===== src/rtl/mdio_pkg.sv =====
package mdio_pkg;
  localparam int PHY_AW = 5;
  localparam int REG_AW = 5;
  localparam int DAT_W  = 16;
  localparam int FRM_W  = 64;
  localparam logic [6:0] LAST_CNT = 7'd64;  // bits sent before the closing fall
  localparam logic [6:0] TA_IDX   = 7'd46;  // first turnaround bit index
  localparam logic [6:0] ACK_CNT  = 7'd48;  // counter value while bit 47 is on the wire

  typedef struct packed {
    logic              wr;
    logic [PHY_AW-1:0] phy;
    logic [REG_AW-1:0] regn;
    logic [DAT_W-1:0]  data;
  } mdio_req_t;

  function automatic logic [FRM_W-1:0] build_frame(input mdio_req_t r);
    build_frame = {32'hFFFF_FFFF, 2'b01, (r.wr ? 2'b01 : 2'b10), r.phy, r.regn,
                   (r.wr ? 2'b10 : 2'b11), (r.wr ? r.data : 16'hFFFF)};
  endfunction
endpackage


===== src/rtl/mdio_clkdiv.sv =====
module mdio_clkdiv #(
  parameter int DIV_W = 16
) (
  input  logic             clk,
  input  logic             rst,
  input  logic [DIV_W-1:0] div,
  output logic             mdc,
  output logic             rise_evt,
  output logic             fall_evt
);
  logic [DIV_W-1:0] cnt;
  logic [DIV_W:0]   eff;
  logic [DIV_W:0]   half;

  always_comb begin
    eff      = (div == '0) ? {{DIV_W{1'b0}}, 1'b1} : {1'b0, div};
    half     = (eff + 1'b1) >> 1;
    rise_evt = ({1'b0, cnt} == (half - 1'b1));
    fall_evt = ({1'b0, cnt} >= eff);
  end

  always_ff @(posedge clk) begin
    if (rst) begin
      cnt <= '0;
      mdc <= 1'b0;
    end else if (fall_evt) begin
      cnt <= '0;
      mdc <= 1'b0;
    end else begin
      cnt <= cnt + 1'b1;
      if (rise_evt) mdc <= 1'b1;
    end
  end

  // a falling event always leaves the clock low, a rising one high
  assert_mdc_low_R2: assert property (@(posedge clk) disable iff (rst)
    fall_evt |=> !mdc);
  assert_mdc_high_R2: assert property (@(posedge clk) disable iff (rst)
    (rise_evt && !fall_evt) |=> mdc);
endmodule


===== src/rtl/mdio_frame_eng.sv =====
module mdio_frame_eng
  import mdio_pkg::*;
(
  input  logic             clk,
  input  logic             rst,
  input  logic             rise_evt,
  input  logic             fall_evt,
  input  logic             start,
  input  mdio_req_t        req,
  input  logic             mdio_i,
  output logic             busy,
  output logic             done,
  output logic             ack,
  output logic [DAT_W-1:0] rdata,
  output logic             mdio_o,
  output logic             mdio_oe
);
  logic [FRM_W-1:0] sr;
  logic [6:0]       bcnt;
  logic             rd_q;

  always_ff @(posedge clk) begin
    if (rst) begin
      busy <= 1'b0; done <= 1'b0; ack <= 1'b0; rdata <= '0;
      mdio_o <= 1'b1; mdio_oe <= 1'b0; sr <= '0; bcnt <= '0; rd_q <= 1'b0;
    end else begin
      done <= 1'b0;
      if (!busy) begin
        if (start) begin
          busy <= 1'b1;
          bcnt <= '0;
          rd_q <= !req.wr;
          sr   <= build_frame(req);
          ack  <= 1'b0;
        end
      end else begin
        if (fall_evt) begin
          if (bcnt == LAST_CNT) begin
            busy    <= 1'b0;
            done    <= 1'b1;
            mdio_oe <= 1'b0;
            mdio_o  <= 1'b1;
          end else begin
            mdio_o  <= sr[FRM_W-1];
            sr      <= {sr[FRM_W-2:0], 1'b1};
            mdio_oe <= !(rd_q && (bcnt >= TA_IDX));
            bcnt    <= bcnt + 7'd1;
          end
        end
        if (rise_evt && rd_q && (bcnt != '0)) begin
          if (bcnt == ACK_CNT) ack <= !mdio_i;
          else if (bcnt > ACK_CNT) rdata <= {rdata[DAT_W-2:0], mdio_i};
        end
      end
    end
  end

  // pin released once a read reaches its turnaround
  assert_read_release_R5: assert property (@(posedge clk) disable iff (rst)
    (busy && rd_q && (bcnt > TA_IDX)) |-> !mdio_oe);
  // nothing driven between frames
  assert_quiet_between_R10: assert property (@(posedge clk) disable iff (rst)
    !busy |-> !mdio_oe);
  // completion pulse lasts one cycle
  assert_done_pulse_R4: assert property (@(posedge clk) disable iff (rst)
    done |=> !done);
endmodule


===== src/rtl/mdio_ctrl.sv =====
module mdio_ctrl
  import mdio_pkg::*;
#(
  parameter int               DIV_W     = 16,
  parameter logic [DIV_W-1:0] DIV_RESET = 3,
  parameter logic [7:0]       VER_MAJOR = 8'h01,
  parameter logic [7:0]       VER_MINOR = 8'h07,
  parameter logic [4:0]       SCAN_REG  = 5'd1
) (
  input  logic        clk,
  input  logic        rst,
  input  logic        bus_wr,
  input  logic        bus_rd,
  input  logic [1:0]  bus_addr,
  input  logic [31:0] bus_wdata,
  output logic [31:0] bus_rdata,
  output logic        mdc,
  output logic        mdio_o,
  output logic        mdio_oe,
  input  logic        mdio_i
);
  localparam int         NPHY     = 1 << PHY_AW;
  localparam logic [1:0] A_VER    = 2'd0;
  localparam logic [1:0] A_CTRL   = 2'd1;
  localparam logic [1:0] A_ALIVE  = 2'd2;
  localparam logic [1:0] A_ACC    = 2'd3;

  logic              en;
  logic [DIV_W-1:0]  div;
  logic              go;
  logic              acc_ack;
  mdio_req_t         acc;
  logic [NPHY-1:0]   alive;
  logic [PHY_AW-1:0] scan_addr;
  logic              cur_user;
  logic              rise_evt, fall_evt;
  logic              eng_busy, eng_done, eng_ack;
  logic [DAT_W-1:0]  eng_rdata;
  logic              start;
  mdio_req_t         req;
  logic              idle;
  logic              unused_bits;

  assign unused_bits = ^{bus_wdata[31], bus_wdata[29:DIV_W], bus_wdata[29:26]};

  always_comb begin
    idle  = !en && !eng_busy;
    start = en && !eng_busy && !eng_done;
    if (go) req = acc;
    else    req = '{wr: 1'b0, phy: scan_addr, regn: SCAN_REG, data: '0};
  end

  mdio_clkdiv #(.DIV_W(DIV_W)) u_div (
    .clk(clk), .rst(rst), .div(div), .mdc(mdc),
    .rise_evt(rise_evt), .fall_evt(fall_evt)
  );

  mdio_frame_eng u_eng (
    .clk(clk), .rst(rst), .rise_evt(rise_evt), .fall_evt(fall_evt),
    .start(start), .req(req), .mdio_i(mdio_i),
    .busy(eng_busy), .done(eng_done), .ack(eng_ack), .rdata(eng_rdata),
    .mdio_o(mdio_o), .mdio_oe(mdio_oe)
  );

  always_ff @(posedge clk) begin
    if (rst) begin
      en <= 1'b0;
      div <= DIV_RESET;
    end else if (bus_wr && bus_addr == A_CTRL) begin
      en  <= bus_wdata[30];
      div <= bus_wdata[DIV_W-1:0];
    end
  end

  always_ff @(posedge clk) begin
    if (rst) begin
      go <= 1'b0; acc_ack <= 1'b0; acc <= '0; cur_user <= 1'b0; scan_addr <= '0;
    end else begin
      if (start) cur_user <= go;
      if (eng_done) begin
        if (cur_user) begin
          go      <= 1'b0;
          acc_ack <= eng_ack;
          if (!acc.wr && eng_ack) acc.data <= eng_rdata;
        end else begin
          scan_addr <= scan_addr + 1'b1;
        end
      end
      if (bus_wr && bus_addr == A_ACC && !go) begin
        go      <= bus_wdata[31];
        acc_ack <= 1'b0;
        acc     <= '{wr: bus_wdata[30], regn: bus_wdata[25:21],
                     phy: bus_wdata[20:16], data: bus_wdata[15:0]};
      end
    end
  end

  for (genvar g = 0; g < NPHY; g++) begin : g_alive
    always_ff @(posedge clk) begin
      if (rst) alive[g] <= 1'b0;
      else if (eng_done && !cur_user && scan_addr == PHY_AW'(g)) alive[g] <= eng_ack;
    end
  end

  always_ff @(posedge clk) begin
    if (rst) bus_rdata <= '0;
    else if (bus_rd) begin
      case (bus_addr)
        A_VER:   bus_rdata <= {16'h0, VER_MAJOR, VER_MINOR};
        A_CTRL:  bus_rdata <= {idle, en, {(30-DIV_W){1'b0}}, div};
        A_ALIVE: bus_rdata <= alive;
        default: bus_rdata <= {go, acc.wr, acc_ack, 3'b000, acc.regn, acc.phy, acc.data};
      endcase
    end
  end

  // GO drops only at the end of a host frame
  assert_go_clear_R4: assert property (@(posedge clk) disable iff (rst)
    $fell(go) |-> $past(eng_done && cur_user));
  // access fields untouched by a write while GO is high
  assert_busy_write_ignored_R6: assert property (@(posedge clk) disable iff (rst)
    (go && bus_wr && bus_addr == A_ACC && !eng_done) |=> $stable(acc));
  // a pending request takes the very next frame
  assert_host_first_R9: assert property (@(posedge clk) disable iff (rst)
    (en && go && !eng_busy && !eng_done) |=> (eng_busy && cur_user));
  // no frame starts while disabled
  assert_no_frame_disabled_R10: assert property (@(posedge clk) disable iff (rst)
    (!en && !eng_busy) |=> !eng_busy);
endmodule


===== config.mk =====
export PLATFORM = sky130hd
export DESIGN_NAME = mdio_ctrl
export DESIGN_NICKNAME = d
export VERILOG_FILES = /design/src/rtl/mdio_pkg.sv /design/src/rtl/mdio_clkdiv.sv /design/src/rtl/mdio_frame_eng.sv /design/src/rtl/mdio_ctrl.sv
export SDC_FILE = /design/constraint.sdc
export NUM_CORES = 1
export LEC_CHECK = 0
export ABC_CLOCK_PERIOD_IN_PS = 3800
export BUFFER_PORTS_ARGS = -buffer_cell sky130_fd_sc_hd__clkbuf_2
export CORE_MARGIN = 4
export CORE_UTILIZATION = 29
export DETAILED_ROUTE_END_ITERATION = 12
export GPL_ROUTABILITY_DRIVEN = 0
export GPL_TIMING_DRIVEN = 0
export HOLD_SLACK_MARGIN = 0.08
export PLACE_DENSITY = 0.58
export SLEW_MARGIN = 30
export SYNTH_ARGS = -nofsm -noshare
export SYNTH_HDL_FRONTEND = slang
export SYNTH_HIERARCHICAL = 1
export SYNTH_SLANG_ARGS = --single-unit

===== constraint.sdc =====
create_clock -name clk -period 3.8 [get_ports clk]
set_input_delay 0.76 -clock clk [delete_from_list [all_inputs] [get_ports clk]]
set_output_delay 0.76 -clock clk [all_outputs]
set_load 0.02 [all_outputs]

Yosys cells after proc, flatten, opt, wreduce, memory -nomap -nowiden
Cells that the tools add are included.
- $add $sub $neg: 5
- $lt $le $gt $ge: 3
- equal/unequal tests: 41
- muxes and demuxes: 32
- bitwise logic cells: 4
- reduce and logical (&&, ||, !) cells: 72
- operators by type and width (kind ; number):
    $mux W64 ; 4
    $mux W16 ; 6
    $pmux W32 S3 ; 1
    $eq A5 B5 Y1 const B ; 16
    $logic_and A1 B1 Y1 ; 43
    $eq A5 B4 Y1 const B ; 8
    $mux W7 ; 4
    $mux W27 ; 1
    $eq A5 B3 Y1 const B ; 4
    $add A17 B1 Y17 const B ; 1
    $eq A16 B17 Y1 ; 1
    $ge A16 B17 Y1 ; 1
    $sub A16 B1 Y17 const B ; 1
    $add A16 B1 Y16 const B ; 1
    $logic_not A16 Y1 ; 1
    $mux W1 ; 15
    $eq A5 B2 Y1 const B ; 2
    $reduce_and A2 Y1 ; 5
    $logic_not A1 Y1 ; 9
    $reduce_and A3 Y1 ; 3
    $ne A2 B2 Y1 const B ; 4
    $reduce_bool A2 Y1 ; 4
    $add A7 B1 Y7 const B ; 1
    $eq A7 B6 Y1 const B ; 1
    other kinds (15) ; 20
- register bits: 226
- bits of input ports: 39

Logic depth before layout (Yosys ltp)
Gate-level depths: netlist of the first run.
- depth after elaboration: 9
- gate-level depth with buffers: 18

By module
The synthesis of the first run kept the hierarchy.
- modules (own cells, without submodules) (module ; instances ; cells each ; area an instance (um2) ; sequential area each (um2)):
    mdio_ctrl ; 1 ; 656 ; 5422.7 ; 2322.2
    mdio_frame_eng ; 1 ; 430 ; 4050.1 ; 1861.8
    mdio_clkdiv ; 1 ; 265 ; 1961.9 ; 340.3

Worst setup path after synthesis of the first run
No wires, ideal clock.
- path kind: reg-to-reg
- start: reg div[9]
- end: reg u_eng.rdata[10]
- setup time: 0.072 ns
- data arrival time: 3.841 ns
- data required time: 3.728 ns
- path slack: -0.113 ns
- stages on the path, launching flop included: 19
- path buffers: 4
- cells stage by stage: dfxtp_1 -> clkbuf_2 -> nor4_4 -> nand3_2 -> o21a_1 -> ha_1 -> clkbuf_1 -> nor2_1 -> nand3_1 -> mux2_2 -> o21ai_0 -> o2111ai_1 -> or4_1 -> nor4_2 -> and3_1 -> o211a_1 -> buf_6 -> buf_12 -> mux2i_1
- word-level cells in the longest chain between the ends: 8
- ends and longest elaborated chain (element ; line ; RTL):
    start, declared ; mdio_ctrl.sv:29 ; logic [DIV_W-1:0] div;
    start signal, assigned ; mdio_ctrl.sv:71 ; div <= bus_wdata[DIV_W-1:0];
    $logic_not A16 Y1 ; mdio_clkdiv.sv:16 ; eff = (div == '0) ? {{DIV_W{1'b0}}, 1'b1} : {1'b0, div};
    $mux W16 * ; mdio_clkdiv.sv:16 ;
    $add A17 B1 Y17 * ; mdio_clkdiv.sv:17 ; half = (eff + 1'b1) >> 1;
    $sub A16 B1 Y17 * ; mdio_clkdiv.sv:18 ; rise_evt = ({1'b0, cnt} == (half - 1'b1));
    $eq A16 B17 Y1 * ; mdio_clkdiv.sv:18 ;
    named net rise_evt ; mdio_ctrl.sv:36 ; logic rise_evt, fall_evt;
    $logic_and A1 B1 Y1 * (2 in series) ; mdio_frame_eng.sv:50 ; if (rise_evt && rd_q && (bcnt != '0)) begin
    $reduce_and A4 Y1 (no source line) * ; - ;
    end signal, assigned ; mdio_frame_eng.sv:52 ; else if (bcnt > ACK_CNT) rdata <= {rdata[DAT_W-2:0], mdio_i};
    end, declared ; mdio_frame_eng.sv:14 ; output logic [DAT_W-1:0] rdata,
The timed path passes the listed nets; every way through them passes the cells marked *.
A chain may end at the register's enable or synchronous reset.

Final worst setup path of the first run
- start: reg div[12]
- end: reg u_eng.ack
- word-level cells in the longest chain between the ends: 9
- ends and longest elaborated chain (element ; line ; RTL):
    $logic_not A16 Y1 ; mdio_clkdiv.sv:16 ;
    $mux W16 * ; mdio_clkdiv.sv:16 ;
    $add A17 B1 Y17 * ; mdio_clkdiv.sv:17 ;
    $sub A16 B1 Y17 * ; mdio_clkdiv.sv:18 ;
    $eq A16 B17 Y1 * ; mdio_clkdiv.sv:18 ;
    named net rise_evt ; mdio_ctrl.sv:36 ;
    $logic_and A1 B1 Y1 * (2 in series) ; mdio_frame_eng.sv:50 ;
    $ne A2 B2 Y1 (no source line) * ; - ;
    $reduce_and A3 Y1 (no source line) * ; - ;
    end signal, assigned ; mdio_frame_eng.sv:51 ; if (bcnt == ACK_CNT) ack <= !mdio_i;
    end, declared ; mdio_frame_eng.sv:13 ; output logic ack,
Marks and branches as above.

==> out/summary.txt, run 1 <==
Root Buffer Master = clkbuf_16
largest area contributor in the synthesized netlist = dfxtp_1
Leakage = 0.00504 uW
Post-synth ARST share = 0%
die footprint = 42700 um^2
fin worst setup slack = 112 ps
CP arrival = 4130 ps
Area Overhead vs Synth = 19.5%
hold depth = 3
pre-CTS setup slack = -1010 ps
part of the Yosys area used for sequential elements = 39.6%
NetSw = 1440 uW
register bit total from synthesis = 226
path type of the worst min-delay path = input port to flop
Via Count = 10209
Setup violations, final = 0
GRT Overall Usage = 15.4%
Fillers = 3975
Synth Instances = 1351
Max Fclk = 271 MHz
antenna-violating nets left = 0
Setup Crit Path Kind = flop to flop
Unique masters post-synth = 82
RR Startpoint = div[12]$_SDFFE_PP0P_
mean post-synth cell area = 8.46 um^2
area of the multi-input gates = 6430 um^2
hold buffer count at CTS = 0
Max IR drop VDD = 0.333 mV
Max-cap violations = 0
Top Ports = 74
R2R setup slack = 110 ps
HP Start = bus_wdata[17]
gr ovfl total = 0
Worst-Margin Slew = 676 ps
DRT iter0 DRCs = 878
clk sinks = 226
Post-synth EDFFs = 0
post-layout min period = 3690 ps
critical path launch point type = flop
Clk pwr share = 46.0%
Initial Utilization = 29.5%
vias in the first global route = 9686
Max-slew headroom = 55.0%
first-pass GRT wire length = 53000 um
internal power = 4220 uW
wire per inst = 16.9 um
Net Sw Frac = 25.5%
crit-path max FO = 8
Port Buf Inserts = 67
Vias/cell = 5.09
CTS Buf Count = 27
htree depth = 1
TritonCTS clock tree = done
status = finished, final reports clean
Final Hold Vio Count = 0
core area = 38800 um^2
Setup crit end kind = flop
HPWL after DPL = 25300 um
r2r endpoint = u_eng/ack$_SDFFE_PP0P_
Clock Path Buffers = 3
Cell Rows = 72
ys flop type = dfxtp_1
register area = 4540 um^2
CP startpoint = div[12]$_SDFFE_PP0P_
die width = 207 um
Hold EP = acc[22]$_SDFFE_PP0P_
synthesized cell area = 11400 um^2
Pre-antenna DRT Iters = 8
Post-Route Utilization = 35.2%
Gate power share = 9.8%
WP data required = 4240 ps
synth warn = 6
sequential power share = 44.2%
CTS clk-pin slew, worst paths = 60 ps
Mapped Nets = 1417
Max Slew Vio Count = 0
fraction of layout cells with a size suffix above 1 = 16.4%
Die Ht = 207 um
# DRC = 0
Yosys top cell area share = 39.6%
initial antenna violation count = 0
Tcrit/Tclk final = 97.1%
Skew-Pair Late Insertion Delay = 560 ps
Post-Route WL = 33800 um
clock skew = 11.9 ps
Reg2Reg Depth = 15
ranking of synthesized cells by area = dfxtp_1 (40%), mux2i_1 (7.4%), nand2_1 (7.3%)
# nets final = 1534
pwr/cell area = 414 nW/um^2
pin count of the biggest net entering global routing = 15
placed cells by master (no fill, tap or decap), types with 5 or more instances in the layout:
cell type and n:
a211oi_1 5, a21oi_1 95, a311oi_1 30, a31oi_1 5
and2_1 26, and3_1 8, and4b_1 6, and4bb_1 5
buf_1 6, buf_2 24, buf_4 35, clkbuf_1 54
clkbuf_16 28, clkbuf_2 71, clkbuf_8 6, dfxtp_1 218
dfxtp_2 5, ha_1 26, inv_1 26, mux2_1 20
mux2_2 13, mux2i_1 83, nand2_1 220, nand2b_1 19
nand3_1 58, nand3b_1 6, nand4b_1 5, nor2_1 89
nor2b_1 17, nor3_1 10, o211ai_1 16, o21ai_0 66
o21ai_1 16, o221ai_1 18, or2_2 11, or3_1 5
xnor2_1 22, xor2_1 16
critical path, stage by stage (launching register included):
cell and delay (ps):
dfxtp_4 360, nor4_4 330, nand3_2 160, o21a_4 270, ha_4 200, nor2_4 100
nand3_1 90, mux2_4 270, o21ai_2 80, o2111ai_2 120, or4_4 510, nor4_4 130
buf_4 180, nand3_1 110, nor4_2 290, mux2_2 370
cells in the mapped netlist (all sizes together) (6+ instances only):
master    n
dfxtp   226
o21ai    83
xnor2    22
nor3     11
and3     10
or2      13
a21oi    96
nand4b    7
mux2i    84
inv      28
o211ai   17
nand2   221
nand2b   19
a311oi   30
xor2     16
nand3b    7
clkbuf   55
nor2     90
or3       6
o221ai   19
ha       27
buf      48
and2     27
nor2b    18
and4b     6
mux2     34
nand3    60
how the worst max path moves through the flow:
stage | slack, ps | cells after the start | endpoint
detailed placement | -1010 | 17 | u_eng/rdata[5]$_SDFFE_PP0P_
global placement | -940 | 17 | u_eng/rdata[4]$_SDFFE_PP0P_
floorplan | 10 | 17 | u_eng/rdata[10]$_SDFFE_PP0P_
finish | 110 | 15 | u_eng/ack$_SDFFE_PP0P_
CTS | -5 | 17 | u_eng/rdata[5]$_SDFFE_PP0P_
global route | -10 | 15 | u_eng/rdata[6]$_SDFFE_PP0P_
area by class of cell:
cell class / instances / share of cell area (%)
inverters: 29 / 0.815
flip-flops and latches: 226 / 33.2
clock buffers: 38 / 5.69
diodes: 1 / 0.0183
well taps: 518 / 4.74
clock inverters: 9 / 0.870
repair buffers: 91 / 3.90
multi-input cells: 993 / 47.0
plain buffers: 100 / 3.67
power by group through the flow:
stage                     clock network (uW)  logic [uW]  registers [uW]
final                                   2600         557            2500
after global routing                    2780         607            2510
after CTS                               2670         531            2500
after detailed placement                   0         501            2550
after global placement                     0         496            2550
after floorplan                            0         332            2540
state kept, by name (all words and copies together), names as in the netlist, 5 cells and up:
name	cells
u_eng/sr	64
alive	32
u_eng/rdata	16
acc	27
div	16
u_div/cnt	16
scan_addr	5
u_eng/bcnt	7
bus_rdata	32
metal layers:
| layer | global-route usage, % | up-vias | share of wire [%] |
|---|---|---|---|
| li1 | - | 4996 | - |
| met1 | 21.9 | 4935 | 47 |
| met2 | 24.4 | 232 | 46 |
| met3 | 2.14 | 46 | 4.8 |
| met4 | 4.04 | 0 | 2.0 |
| met5 | 0 | - | 0 |
metrics by stage:
stage | power, uW | setup TNS, ps | hold WS, ps | area (um^2) | std cells
5_1_grt | 5890 | -15.5 | 427 | 13700 | 2004
2_1_floorplan | 2870 | 0 | 435 | 11400 | 1351
6_report | 5660 | 0 | 430 | 13700 | 2005
3_5_place_dp | 3050 | -32090 | 448 | 12400 | 1936
3_3_place_gp | 3050 | -35180 | 442 | 12400 | 1936
4_1_cts | 5700 | -5.39 | 404 | 13400 | 1987
logic make-up (layout without fill, tap and decap cells):
| family | count (synthesis) | after routing | share of synthesized area, % |
|---|---|---|---|
| AND/OR/NAND/NOR | 524 | 524 | 22.7 |
| AO/OA/AOI/OAI | 286 | 286 | 15.8 |
| flip-flops | 226 | 226 | 39.6 |
| buffers and inverters | 132 | 267 | 5.39 |
| multiplexers | 118 | 118 | 10.7 |
| XOR/XNOR | 38 | 38 | 2.91 |
| adder cells (fa/ha/maj) | 27 | 27 | 2.95 |
| other | 0 | 1 | 0 |
what timing repair did:
action	CTS	global route
gates cloned	0	1
pin swaps	8	8
gates resized for setup	18	24
buffers inserted	6	17
setup endpoints to repair	84	57
No activity file was read; power rests on OpenSTA's default activity.
==> run 2, diff against run 1 <==
- MAX_ROUTING_LAYER: default -> met4
==> run 2 against run 1 <==
Total power about the same. Sequential power hardly changed. Sequential cell count unchanged. Worst hold slack better by 1.1 ps. Setup slack better by 9.3 ps. Utilization unchanged. Sequential share of layout area unchanged.
==> out/summary.txt, run 2 (synthesized netlist as in run 1, its figures left out) <==
status = finished, final reports clean
Clock Path Buffers = 3
hold depth = 3
met1 usage = 21.9%
Worst-Margin Slew = 673 ps
Max-cap violations = 0
Most flops, register = u_eng/sr
Pre-antenna DRT Iters = 5
M3 GR Usage = 2.08%
Hold EP = acc[22]$_SDFFE_PP0P_
Cell Rows = 72
fraction of layout cells with a size suffix above 1 = 16.4%
Root Buffer Master = clkbuf_16
worst path bufs/invs = 3
core area = 38800 um^2
die width = 207 um
Post-Route Utilization = 35.2%
Initial Utilization = 29.5%
Tcrit/Tclk final = 96.8%
crit-path max FO = 8
Final Hold Vio Count = 0
Fillers = 3975
Max-slew headroom = 55.1%
Post-Route WL = 34000 um
TritonCTS clock tree = done
r2r endpoint = u_eng/rdata[5]$_SDFFE_PP0P_
Skew-Pair Late Insertion Delay = 560 ps
Leakage = 0.00504 uW
# nets final = 1534
GRT Overall Usage = 15.8%
most frequent cells in the layout = nand2_1 (220), dfxtp_1 (218), a21oi_1 (95)
most common cell after layout, fill and taps aside = nand2_1
critical-path cell list = nor4_4 > nand3_2 > o21a_4 > ha_4 > nor2_4 > nand3_1 > mux2_4 > o21ai_2 > o2111ai_2 > or4_4 > nor4_4 > buf_4 > and3_4 > o211a_1 > buf_6 > buf_12 > mux2i_1
clock skew = 12.1 ps
wire per inst = 17.0 um
Reg2Reg Depth = 17
Setup Crit Path Kind = flop to flop
pin count of the biggest net entering global routing = 15
WP data required = 4270 ps
Die Ht = 207 um
pwr/cell area = 414 nW/um^2
critical path launch point type = flop
Port Buf Inserts = 67
initial antenna violation count = 0
Max Fclk = 272 MHz
RR Startpoint = div[12]$_SDFFE_PP0P_
CTS Buf Count = 27
# DRC = 0
post-layout min period = 3680 ps
CP arrival = 4150 ps
top flop regs = u_eng/sr x64, alive x32, bus_rdata x32
clk sinks = 226
path type of the worst min-delay path = input port to flop
Vias/cell = 5.11
Power Total = 5660 uW
kind of cell adding the most delay to the critical path = simple AND/OR/NAND/NOR gates
Via Count = 10246
Setup violations, final = 0
Max IR drop VDD = 0.332 mV
Max Slew Vio Count = 0
slowest CP cell = or4_4
Setup crit end kind = flop
Top Ports = 74
Most Crowded Layer GR = met2
first-pass GRT wire length = 52900 um
DRT iter0 DRCs = 914
vias in the first global route = 9713
HP Start = bus_wdata[17]
global-route track usage on met2 = 24.5%
Worst path depth = 17
R2R setup slack = 120 ps
CTS clk-pin slew, worst paths = 60 ps
htree depth = 1
Area Overhead vs Synth = 19.5%
most frequent CP cell = nor4_4
HPWL after DPL = 25300 um
max reg flops = 64
antenna-violating nets left = 0
Critical Path Max Stage Delay = 510 ps
gr ovfl total = 0
die footprint = 42700 um^2
run 2: stage by stage:
step	instances	hold slack (ps)	cell area, um^2	worst slack [ps]	setup TNS, ps
finish	2005	431	13700	121	0
global route	2004	427	13700	-14.8	-15.5
CTS	1987	404	13400	-5.39	-5.39
detailed placement	1936	448	12400	-1010	-32090
global placement	1936	442	12400	-936	-35180
floorplan	1351	435	11400	10.6	0
run 2: worst max path at each step:
stage	slack (ps)	start	endpoint
2_1_floorplan	10	div[12]$_SDFFE_PP0P_	u_eng/rdata[10]$_SDFFE_PP0P_
3_3_place_gp	-940	div[12]$_SDFFE_PP0P_	u_eng/rdata[4]$_SDFFE_PP0P_
3_5_place_dp	-1010	div[12]$_SDFFE_PP0P_	u_eng/rdata[5]$_SDFFE_PP0P_
4_1_cts	-5	div[9]$_SDFFE_PP0P_	u_eng/rdata[5]$_SDFFE_PP0P_
5_1_grt	-10	div[2]$_SDFFE_PP0P_	u_eng/rdata[6]$_SDFFE_PP0P_
6_report	120	div[12]$_SDFFE_PP0P_	u_eng/rdata[5]$_SDFFE_PP0P_
run 2: report_power, final:
part / switching [uW] / internal [uW] / leakage (uW)
clock network: 1040 / 1560 / 0.000436
registers: 64.3 / 2440 / 0.00183
logic: 339 / 219 / 0.00277
run 2: layer usage:
| metal | wire [um] | part of all wire, % | vias to the layer above |
|---|---|---|---|
| li1 | - | - | 4992 |
| met1 | 16300 | 48 | 4975 |
| met2 | 15500 | 46 | 232 |
| met3 | 1490 | 4.4 | 47 |
| met4 | 675 | 2.0 | 0 |
| met5 | 0 | 0 | - |
run 2: final cells by class:
class,instances,area (um^2),area share [%]
buffer,100,502,3.67
timing repair buffer,91,533,3.90
tap,518,648,4.74
multi-input combinational,993,6430,47.0
clock inverter,9,119,0.870
inverter,29,111,0.815
clock buffer,38,777,5.69
sequential,226,4540,33.2
antenna,1,2.50,0.0183
run 2: tightest hold or removal path: cells and delay by family:
family / cells / cell delay, ps
and+or+nand+nor: 1 / 50
buffers and inverters: 1 / 80
AOI/OAI and AO/OA: 1 / 50
run 2: repair_timing:
| item | 4_1_cts | 5_1_grt |
|---|---|---|
| cloned | 0 | 1 |
| setup endpoints to repair | 84 | 56 |
| hold buffers | 0 | 0 |
| pin swaps | 8 | 8 |
| resized for setup | 18 | 24 |
| setup buffers | 6 | 17 |
